[config.mk]
export PLATFORM = sky130hd
export DESIGN_NAME = sysclk_ctl
export DESIGN_NICKNAME = d
export VERILOG_FILES = /design/src/rtl/sysclk_pkg.sv /design/src/rtl/sysclk_reg.sv /design/src/rtl/sysclk_div.sv /design/src/rtl/sysclk_mult.sv /design/src/rtl/sysclk_pin.sv /design/src/rtl/sysclk_ctl.sv
export SDC_FILE = /design/constraint.sdc
export NUM_CORES = 1
export LEC_CHECK = 0
export BUFFER_PORTS_ARGS = -buffer_cell sky130_fd_sc_hd__buf_4
export CORE_MARGIN = 2
export CORE_UTILIZATION = 55
export CTS_BUF_LIST = sky130_fd_sc_hd__clkbuf_8
export CTS_CLUSTER_SIZE = 20
export DETAILED_ROUTE_END_ITERATION = 10
export MAX_ROUTING_LAYER = met4
export PLACE_DENSITY = 0.87
export SLEW_MARGIN = 40
export SYNTH_ARGS = -nofsm -noshare
export SYNTH_HDL_FRONTEND = slang
export SYNTH_SLANG_ARGS = --single-unit
[constraint.sdc]
create_clock -name clk -period 3.85 [get_ports clk]
set_input_delay 0.385 -clock clk [delete_from_list [all_inputs] [get_ports clk]]
set_output_delay 0.385 -clock clk [all_outputs]
set_load 0.02 [all_outputs]
[src/rtl/sysclk_pkg.sv]
package sysclk_pkg;

  typedef enum logic [2:0] {
    MD_ACTIVE   = 3'd0,
    MD_SLEEP    = 3'd1,
    MD_SUBACT   = 3'd2,
    MD_SUBSLEEP = 3'd3,
    MD_SWSTBY   = 3'd4,
    MD_WATCH    = 3'd5,
    MD_DIRECT   = 3'd6,
    MD_HWSTBY   = 3'd7
  } mode_e;

  typedef struct packed {
    logic       stop;
    logic       imm;
    logic [2:0] speed;
  } ctl_t;

  // Divide ratio as a power of two; reserved codes map to full speed.
  function automatic logic [2:0] speed_to_log(input logic [2:0] code);
    if (code >= 3'd1 && code <= 3'd5) return code;
    return 3'd0;
  endfunction

  // Modes whose entry applies a pending multiplication factor.
  function automatic logic is_load_mode(input logic [2:0] m);
    return (m == MD_SWSTBY) || (m == MD_WATCH) || (m == MD_SUBACT);
  endfunction

  // Modes in which a running clock pin is parked high.
  function automatic logic is_park_mode(input logic [2:0] m);
    return (m == MD_SWSTBY) || (m == MD_WATCH) || (m == MD_DIRECT);
  endfunction

endpackage

[src/rtl/sysclk_reg.sv]
module sysclk_reg
  import sysclk_pkg::*;
(
  input  logic       clk,
  input  logic       rst_n,
  input  logic       wr_en,
  input  logic [7:0] wr_data,
  input  logic       rd_en,
  output ctl_t       ctl,
  output logic [7:0] rd_data
);

  always_ff @(posedge clk or negedge rst_n) begin
    if (!rst_n) begin
      ctl <= '0;
    end else if (wr_en) begin
      ctl.stop  <= wr_data[7];
      ctl.imm   <= wr_data[3];
      ctl.speed <= wr_data[2:0];
    end
  end

  always_comb begin
    rd_data = 8'h00;
    if (rd_en) rd_data = {ctl.stop, 3'b000, ctl.imm, ctl.speed};
  end

  always_comb begin
    assert_reserved_zero_R1: assert (rd_data[6:4] == 3'b000)
      else $error("reserved bits read non-zero");
  end

endmodule

[src/rtl/sysclk_div.sv]
module sysclk_div #(
  parameter int CNT_W = 5
) (
  input  logic       clk,
  input  logic       rst_n,
  input  logic [2:0] req_log,
  output logic       bus_ce
);

  logic [CNT_W-1:0] cnt;
  logic [CNT_W-1:0] mask;
  logic [2:0]       cur_log;
  logic             term;

  always_comb begin
    mask = '0;
    for (int i = 0; i < CNT_W; i++) begin
      if (i < int'(cur_log)) mask[i] = 1'b1;
    end
  end

  assign term   = (cnt == mask);
  assign bus_ce = term;

  always_ff @(posedge clk or negedge rst_n) begin
    if (!rst_n) begin
      cnt     <= '0;
      cur_log <= '0;
    end else if (term) begin
      cnt     <= '0;
      cur_log <= req_log;
    end else begin
      cnt     <= cnt + 1'b1;
    end
  end

  assert_single_pulse_R3: assert property (@(posedge clk) disable iff (!rst_n)
    (bus_ce && req_log != 3'd0) |=> !bus_ce);

  assert_count_window_R4: assert property (@(posedge clk) disable iff (!rst_n)
    cnt <= mask);

endmodule

[src/rtl/sysclk_mult.sv]
module sysclk_mult
  import sysclk_pkg::*;
#(
  parameter int MW = 2
) (
  input  logic          clk,
  input  logic          rst_n,
  input  logic          imm,
  input  logic          mult_wr,
  input  logic [MW-1:0] mult_req,
  input  logic [2:0]    mode,
  output logic [MW-1:0] mult_eff
);

  logic [MW-1:0] pend;
  logic [2:0]    mode_q;
  logic          enter;

  assign enter = is_load_mode(mode) && !is_load_mode(mode_q);

  always_ff @(posedge clk or negedge rst_n) begin
    if (!rst_n) begin
      pend     <= '0;
      mult_eff <= '0;
      mode_q   <= MD_ACTIVE;
    end else begin
      mode_q <= mode;
      if (mult_wr) pend <= mult_req;
      if (imm && mult_wr)  mult_eff <= mult_req;
      else if (enter)      mult_eff <= pend;
    end
  end

  assert_deferred_hold_R5: assert property (@(posedge clk) disable iff (!rst_n)
    (!imm && !enter) |=> $stable(mult_eff));

  assert_immediate_apply_R7: assert property (@(posedge clk) disable iff (!rst_n)
    (imm && mult_wr) |=> (mult_eff == $past(mult_req)));

endmodule

[src/rtl/sysclk_pin.sv]
module sysclk_pin
  import sysclk_pkg::*;
(
  input  logic       clk,
  input  logic [2:0] mode,
  input  logic       dir_out,
  input  logic       stop,
  output logic       pin,
  output logic       pin_oe
);

  logic run_clk;

  always_comb begin
    pin_oe  = dir_out && (mode != MD_HWSTBY);
    run_clk = pin_oe && !stop && !is_park_mode(mode);
  end

  assign pin = run_clk ? clk : 1'b1;

  always_comb begin
    assert_hw_standby_R8: assert (!(mode == MD_HWSTBY && pin_oe))
      else $error("pin enabled in hardware standby");
    assert_dir_off_R9: assert (dir_out || !pin_oe)
      else $error("pin enabled with direction low");
    assert_stop_high_R11: assert (!(stop && pin_oe) || pin)
      else $error("stopped pin not high");
  end

endmodule

[src/rtl/sysclk_ctl.sv]
module sysclk_ctl
  import sysclk_pkg::*;
#(
  parameter int MW    = 2,
  parameter int CNT_W = 5
) (
  input  logic          clk,
  input  logic          rst_n,
  input  logic          wr_en,
  input  logic [7:0]    wr_data,
  input  logic          rd_en,
  output logic [7:0]    rd_data,
  input  logic          dir_out,
  input  logic [2:0]    mode,
  input  logic          mult_wr,
  input  logic [MW-1:0] mult_req,
  output logic          bus_ce,
  output logic          clk_pin,
  output logic          clk_pin_oe,
  output logic [MW-1:0] mult_eff
);

  ctl_t       ctl;
  logic [2:0] req_log;

  assign req_log = speed_to_log(ctl.speed);

  sysclk_reg u_reg (
    .clk(clk), .rst_n(rst_n), .wr_en(wr_en), .wr_data(wr_data),
    .rd_en(rd_en), .ctl(ctl), .rd_data(rd_data)
  );

  sysclk_div #(.CNT_W(CNT_W)) u_div (
    .clk(clk), .rst_n(rst_n), .req_log(req_log), .bus_ce(bus_ce)
  );

  sysclk_mult #(.MW(MW)) u_mult (
    .clk(clk), .rst_n(rst_n), .imm(ctl.imm), .mult_wr(mult_wr),
    .mult_req(mult_req), .mode(mode), .mult_eff(mult_eff)
  );

  sysclk_pin u_pin (
    .clk(clk), .mode(mode), .dir_out(dir_out), .stop(ctl.stop),
    .pin(clk_pin), .pin_oe(clk_pin_oe)
  );

endmodule

==> results.tsv, run 1 <==
stage	metric	value	unit
yosys	post-synthesis simple-gate area fraction	0.147	
yosys	Syn Area/Cell	11.5	sq um
timing	RSZ-0062 raised after global routing	no	
status	status	complete, no violations	
setup_path	CP most frequent cell	clkbuf_8	
timing	Hold Worst Slack	0.138	ns
placed_design	placed wire-length estimate	1.32	mm
setup_path	crit path cell chain	clkbuf_8, clkbuf_8, or4_1, buf_4	
global_route	grt total ovfl	0	
clock_tree	clk slew on worst S/H paths	0.07	ns
pwr	Logic pwr share	0.297	
yosys	EDFF count, synth	0	
pwr	IR drop worst, VDD	0.000343	V
final_layout	Reg area	500	sq um
yosys	Synth Area in Adders	0.0130	
pwr	pwr dens	633	nW/um^2
pwr	P_sw	0.257	mW
yosys	complex-gate fraction of the synthesized area	0.0896	
yosys	asr flop ratio synth	1.00	
yosys	synth unique cells	29	
final_layout	commonest non-fill, non-tap cell in the layout	buf_4	
setup_path	number of buffer and inverter stages on the critical path	3	
yosys	Mapped Cells	84	
setup_path	CP endpoint kind	output port	
drt	DR WL/cell	14.9	um
pwr	P_leak	0.573	nW
setup_path	Top delay family on crit path	simple AND/OR/NAND/NOR gates	
yosys	sequential area share after synthesis	0.519	
yosys	Synth Register Bits	20	
clock_tree	Worst-Skew Late Latency	0.37	ns
global_route	first-pass GRT wire length	3.29	mm
drt	# DRC	0	
setup_path	CP max stage cell	or4_1	
setup_path	Max Fanout on Critical Path	2	
yosys	Main synth FF type	dfrtp_1	
final_layout	Final Net Count	136	
global_route	GR Util All Layers	0.256	
global_route	vias in the first global route	773	
clock_tree	CTS tree	built	
timing	pins over their slew limit	0	
floorplanning	FP Rows	15	
global_route	initial antenna violation count	0	
setup_path	Worst Path Arrival	2.73	ns
floorplanning	Die H	45.9	um
timing	Fin. Hold Viols	0	
drt	DR vias	742	
floorplanning	# IOs	32	
placed_design	Port Buffers	25	
drt	Routed WL	1.95	mm
setup_path	crit path launch type	clock port	
drt	DR iter-0 viols	9	
yosys	post-synth top area share	0.519	
final_layout	commonest cells after routing, fill and taps aside	buf_4 (25), dfrtp_1 (20), nor2_1 (8)	
yosys	Syn. warnings	0	
yosys	Synth area leaders	dfrtp_1 (52%), mux2_2 (8.2%), and2_1 (3.2%), mux2i_1 (3.1%), mux2_4 (3.1%)	
timing	setup TNS	0	ns
clock_tree	post_cts resized	0	
pwr	internal power	0.527	mW
final_layout	area of the multi-input gates	425	sq um
clock_tree	buffer count from post-CTS setup fixing	0	
pwr	switch share	0.328	
final_layout	Filler Cells Inserted	122	
yosys	post-synthesis xor/xnor area fraction	0.0364	
yosys	Post-Syn Area	963	sq um
drt	antenna-violating nets left	0	
final_layout	layout cells sized above 1	0.368	
floorplanning	Initial Util	0.570	
global_route	largest net degree at the start of global routing	21	
placed_design	DP Area	1150	sq um
run	max cap viols	0	
timing	# setup viols final	0	
hold_path	Hold Crit Class	in -> reg	
yosys	Synth area leader	dfrtp_1	
final_layout	Area Overhead vs Synth	28.6	%
drt	Detailed Routing Iterations Pass 1	6	
floorplanning	Die Area	2100	sq um
setup_path	WS Path Type	clk -> out	
yosys	mux cell area share after synthesis	0.144	
floorplanning	die width	45.9	um
setup_path	Critical Path RT	3.46	ns
placed_design	GPL Wtd Cong	0.791	
yosys	largest family of logic cells by synthesized area	simple AND/OR/NAND/NOR gates	
clock_tree	# hold bufs at CTS	1	
drt	DR vias/cell	5.66	
pwr	clock power share	0.283	
setup_path	slowest stage delay, CP	0.40	ns
pwr	Seq pwr share	0.420	
final_layout	post-route cell area	1240	sq um
floorplanning	Core Box Area	1690	sq um
final_layout	antenna cells	0	
timing	Clock Skews	0.000728	ns
==> synthesized netlist by cell type (all sizes together) (2+ instances only) <==
cell / instances
nor2: 8
a31oi: 2
dfrtp: 20
buf: 4
nor3: 3
inv: 3
nand2: 2
xor2: 2
mux2: 9
mux2i: 3
xnor2: 2
a21oi: 4
nand3: 2
and2: 5
or3: 2
o21ai: 3
==> flip-flops by register name (all words and copies together) (netlist names) <==
signal           count
u_div.cnt            5
u_reg.ctl            5
u_div.cur_log        3
u_mult.mode_q        3
u_mult.mult_eff      2
u_mult.pend          2
==> worst paths after layout <==
check                                        startpoint                            to  slack, ns  depth (start not counted)
setup / recovery                                    clk                       clk_pin       0.74                          4
hold / removal                                  mode[0]    u_mult.mode_q[0]$_DFF_PN0_       0.14                          1
setup reg to reg           u_div.cur_log[1]$_DFFE_PN0N_  u_div.cur_log[0]$_DFFE_PN0N_       1.96                          5
hold reg to reg              u_mult.pend[0]$_DFFE_PN0P_    u_mult.pend[0]$_DFFE_PN0P_       0.52                          1
max in group asynchronous                         rst_n    u_mult.mode_q[2]$_DFF_PN0_       3.22                          2
min in group asynchronous                         rst_n  u_div.cur_log[1]$_DFFE_PN0N_       0.43                          2
==> power groups by stage <==
stage                     registers [mW]  clock network (mW)  logic [mW]
after detailed placement           0.332             0.00574       0.234
after floorplan                    0.315             0.00347       0.190
after global placement             0.328             0.00574       0.221
after global routing               0.339               0.239       0.265
final                              0.330               0.222       0.233
after CTS                          0.329               0.229       0.237
==> routing by layer <==
metal,share of wire,vias up,global-route usage
met3,0.057,8,0.123
met1,0.41,361,0.269
met5,0,-,-
li1,-,344,-
met2,0.50,29,0.342
met4,0.039,0,0.240
==> per-stage QoR <==
stage	instances	utilization	power [mW]	worst slack (ns)
after floorplan	86	-	0.508	1.02
final	131	0.733	0.784	0.739
after global routing	131	0.733	0.843	0.718
after global placement	124	0.679	0.555	0.990
after detailed placement	124	0.679	0.572	0.990
after CTS	131	0.733	0.795	0.736
==> area by class of cell <==
class / instances / share of cell area
clock buffer: 7 / 0.0727
sequential: 20 / 0.404
tap: 17 / 0.0172
timing repair buffer: 25 / 0.154
inverter: 3 / 0.00909
multi-input combinational: 59 / 0.343
==> kinds of logic (layout without fill, tap and decap cells) <==
family	Yosys count	count (layout)
adder cells (fa/ha/maj)	1	1
AO/OA/AOI/OAI	12	12
buffers and inverters	7	35
other	1	3
multiplexers	12	12
XOR/XNOR	4	4
AND/OR/NAND/NOR	27	27
flip-flops	20	20
(Power assumes the default switching activity.)
==> inputs of run 2 (changes only) <==
--- a/config.mk
+++ b/config.mk
@@ -5,14 +5,15 @@
 export SDC_FILE = /design/constraint.sdc
 export NUM_CORES = 1
 export LEC_CHECK = 0
+export ABC_AREA = 1
 export BUFFER_PORTS_ARGS = -buffer_cell sky130_fd_sc_hd__buf_4
 export CORE_MARGIN = 2
-export CORE_UTILIZATION = 55
+export CORE_UTILIZATION = 52
 export CTS_BUF_LIST = sky130_fd_sc_hd__clkbuf_8
 export CTS_CLUSTER_SIZE = 20
 export DETAILED_ROUTE_END_ITERATION = 10
 export MAX_ROUTING_LAYER = met4
-export PLACE_DENSITY = 0.87
+export PLACE_DENSITY = 0.81
 export SLEW_MARGIN = 40
 export SYNTH_ARGS = -nofsm -noshare
 export SYNTH_HDL_FRONTEND = slang
==> constraint.sdc (replaced) <==
create_clock -name clk -period 3 [get_ports clk]
set_input_delay 0.3 -clock clk [delete_from_list [all_inputs] [get_ports clk]]
set_output_delay 0.3 -clock clk [all_outputs]
set_load 0.02 [all_outputs]
==> results.tsv, run 2 <==
stage	metric	value	unit	change
status	status	complete, no violations		
pwr	IR drop worst, VDD	0.000462	V	+35%
pwr	Design Power	1.17	mW	+50%
global_route	largest net degree at the start of global routing	21		unchanged
yosys	Synth Register Bits	20		unchanged
global_route	vias in the first global route	923		+19%
floorplanning	Die H	49.4	um	+7.7%
yosys	Synth area leaders	dfrtp_1 (47%), nand2_1 (13%), inv_1 (6.7%), nand3_1 (4.7%), nor2_2 (3.5%)		
placed_design	DP Area	1260	sq um	+10%
final_layout	Top Registers	u_div.cnt: 5 flops, u_reg.ctl: 5 flops		
final_layout	layout cells sized above 1	0.278		-0.0906
global_route	initial antenna violation count	0		unchanged
floorplanning	Initial Util	0.546		-0.0245
pwr	P_leak	0.761	nW	+33%
yosys	EDFF count, synth	0		unchanged
yosys	synth unique cells	24		-17%
final_layout	Filler Cells Inserted	183		+50%
placed_design	Port Buffers	25		unchanged
clock_tree	Worst-Skew Late Latency	0.37	ns	about the same
drt	# DRC	0		unchanged
timing	Hold Worst Slack	0.0455	ns	-0.0922 ns
drt	DR iter-0 viols	12		+3
floorplanning	FP Rows	16		+1
final_layout	Area Overhead vs Synth	27.8	%	
clock_tree	buffer count from post-CTS setup fixing	0		unchanged
setup_path	CP most frequent cell	clkbuf_8		
placed_design	GPL Wtd Cong	0.786		-0.58%
setup_path	Critical Path RT	2.70	ns	-0.76 ns
floorplanning	Die Area	2440	sq um	+16%
yosys	Post-Syn Area	1070	sq um	+11%
setup_path	crit path cell chain	clkbuf_8, clkbuf_8, nor2_1, nand3_1, buf_4		
setup_path	number of buffer and inverter stages on the critical path	3		unchanged
final_layout	area of the multi-input gates	457	sq um	+7.4%
final_layout	antenna cells	0		unchanged
global_route	first-pass GRT wire length	3.70	mm	+12%
setup_path	CP max stage cell	buf_4		
clock_tree	clk slew on worst S/H paths	0.07	ns	about the same
yosys	Mapped Cells	132		+57%
hold_path	Hold Crit Class	in -> reg		
final_layout	Final Net Count	183		+35%
run	max cap viols	0		unchanged
floorplanning	Core Box Area	1960	sq um	+16%
timing	Fin. Hold Viols	0		unchanged
final_layout	Util after Layout	0.698		-0.0356
global_route	GR Util All Layers	0.211		-0.0446
clock_tree	post_cts resized	0		unchanged
placed_design	placed wire-length estimate	1.54	mm	+17%
pwr	pwr dens	858	nW/um^2	+36%
setup_path	WS Path Type	clk -> out		
setup_path	Worst Path Arrival	2.08	ns	-0.65 ns
drt	DR vias	907		+22%
yosys	Synth area leader	dfrtp_1		
setup_path	slowest stage delay, CP	0.16	ns	-0.24 ns
final_layout	commonest non-fill, non-tap cell in the layout	nand2_1		
drt	Detailed Routing Iterations Pass 1	4		-2
timing	pins over their slew limit	0		unchanged
drt	DR vias/cell	4.80		-15%
setup_path	CP endpoint kind	output port		
floorplanning	# IOs	32		unchanged
clock_tree	# hold bufs at CTS	1		unchanged
global_route	grt total ovfl	0		unchanged
setup_path	crit path launch type	clock port		
drt	antenna-violating nets left	0		unchanged
setup_path	Max Fanout on Critical Path	2		unchanged
timing	# setup viols final	0		unchanged
yosys	Syn. warnings	0		unchanged
drt	Routed WL	1.99	mm	+1.7%
setup_path	Top delay family on crit path	buffers and inverters		
yosys	post-synth top area share	0.467		-0.0522
yosys	synth cell count leaders	nand2_1 (38), dfrtp_1 (20), inv_1 (19), nand3_1 (10), nor2_2 (6)		
timing	RSZ-0062 raised after global routing	no		
yosys	most frequent cell after synthesis	nand2_1		
floorplanning	die width	49.4	um	+7.7%
final_layout	commonest cells after routing, fill and taps aside	nand2_1 (38), buf_4 (25), dfrtp_1 (20)		
final_layout	post-route cell area	1370	sq um	+11%
clock_tree	CTS tree	built		
final_layout	Reg area	500	sq um	unchanged
timing	setup TNS	0	ns	unchanged
drt	DR WL/cell	10.5	um	-30%
yosys	Main synth FF type	dfrtp_1		
yosys	asr flop ratio synth	1.00		unchanged
yosys	sequential area share after synthesis	0.467		-0.0522
timing	Clock Skews	0.00268	ns	+0.00196 ns
yosys	Syn Area/Cell	8.11	sq um	-29%
## run 2: cell types whose count changed in the layout (fill, tap and decap cells not counted), sizes merged, moves of 3 or more
cell    before  now
nand2        2   41
inv          3   21
nand3        2   10
mux2         9    2
and2         5    0
nor2         8   13
o21ai        3    7
mux2i        3    0
nand3b       0    3
nor3         3    0
## run 2: layout make-up
type                            instances  share of cell area
Timing Repair Buffer                   25               0.139
Tap cell                               27              0.0247
Multi-Input combinational cell         88               0.334
Inverter                               21              0.0612
Clock buffer                            8              0.0759
Sequential cell                        20               0.366
## run 2: path summary, 6_finish.rpt
check	from	cells past startpoint	slack, ns	end
setup / recovery	clk	5	0.62	clk_pin
hold / removal	mode[0]	1	0.05	u_mult.mode_q[0]$_DFF_PN0_
setup reg to reg	u_div.cur_log[2]$_DFFE_PN0N_	8	1.66	u_div.cnt[3]$_DFF_PN0_
hold reg to reg	u_div.cur_log[0]$_DFFE_PN0N_	2	0.48	u_div.cur_log[0]$_DFFE_PN0N_
max in group asynchronous	rst_n	2	2.45	u_div.cur_log[1]$_DFFE_PN0N_
min in group asynchronous	rst_n	2	0.34	u_mult.mult_eff[1]$_DFFE_PN0P_
## run 2: routing by layer
metal,GRT usage,vias up,part of all wire
li1,-,458,-
met1,0.224,417,0.43
met2,0.345,27,0.50
met3,0.0491,5,0.057
met4,0.153,0,0.016
met5,-,-,0
## run 2: stage by stage
step,cells,worst slack (ns)
CTS,189,0.585
floorplan,134,0.950
finish,189,0.621
global route,189,0.582
detailed placement,181,0.920
global placement,181,0.920
## run 2: kinds of logic (layout without fill, tap and decap cells)
logic type	count (synthesis)	after routing	share of synthesized area
compound gates	11	11	0.0537
xor+xnor	4	4	0.0327
fa+ha+maj	1	1	0.0117
buf+inv	26	54	0.113
flops	20	20	0.467
mux	2	2	0.0210
other cells	1	3	0.00350
simple gates	67	67	0.297
## run 2: report_power, final
| part | internal (mW) | leakage, nW | total [mW] | switching, mW |
|---|---|---|---|---|
| Combinational | 0.188 | 0.461 | 0.446 | 0.258 |
| Clock | 0.206 | 0.0571 | 0.323 | 0.116 |
| Sequential | 0.337 | 0.242 | 0.407 | 0.0695 |
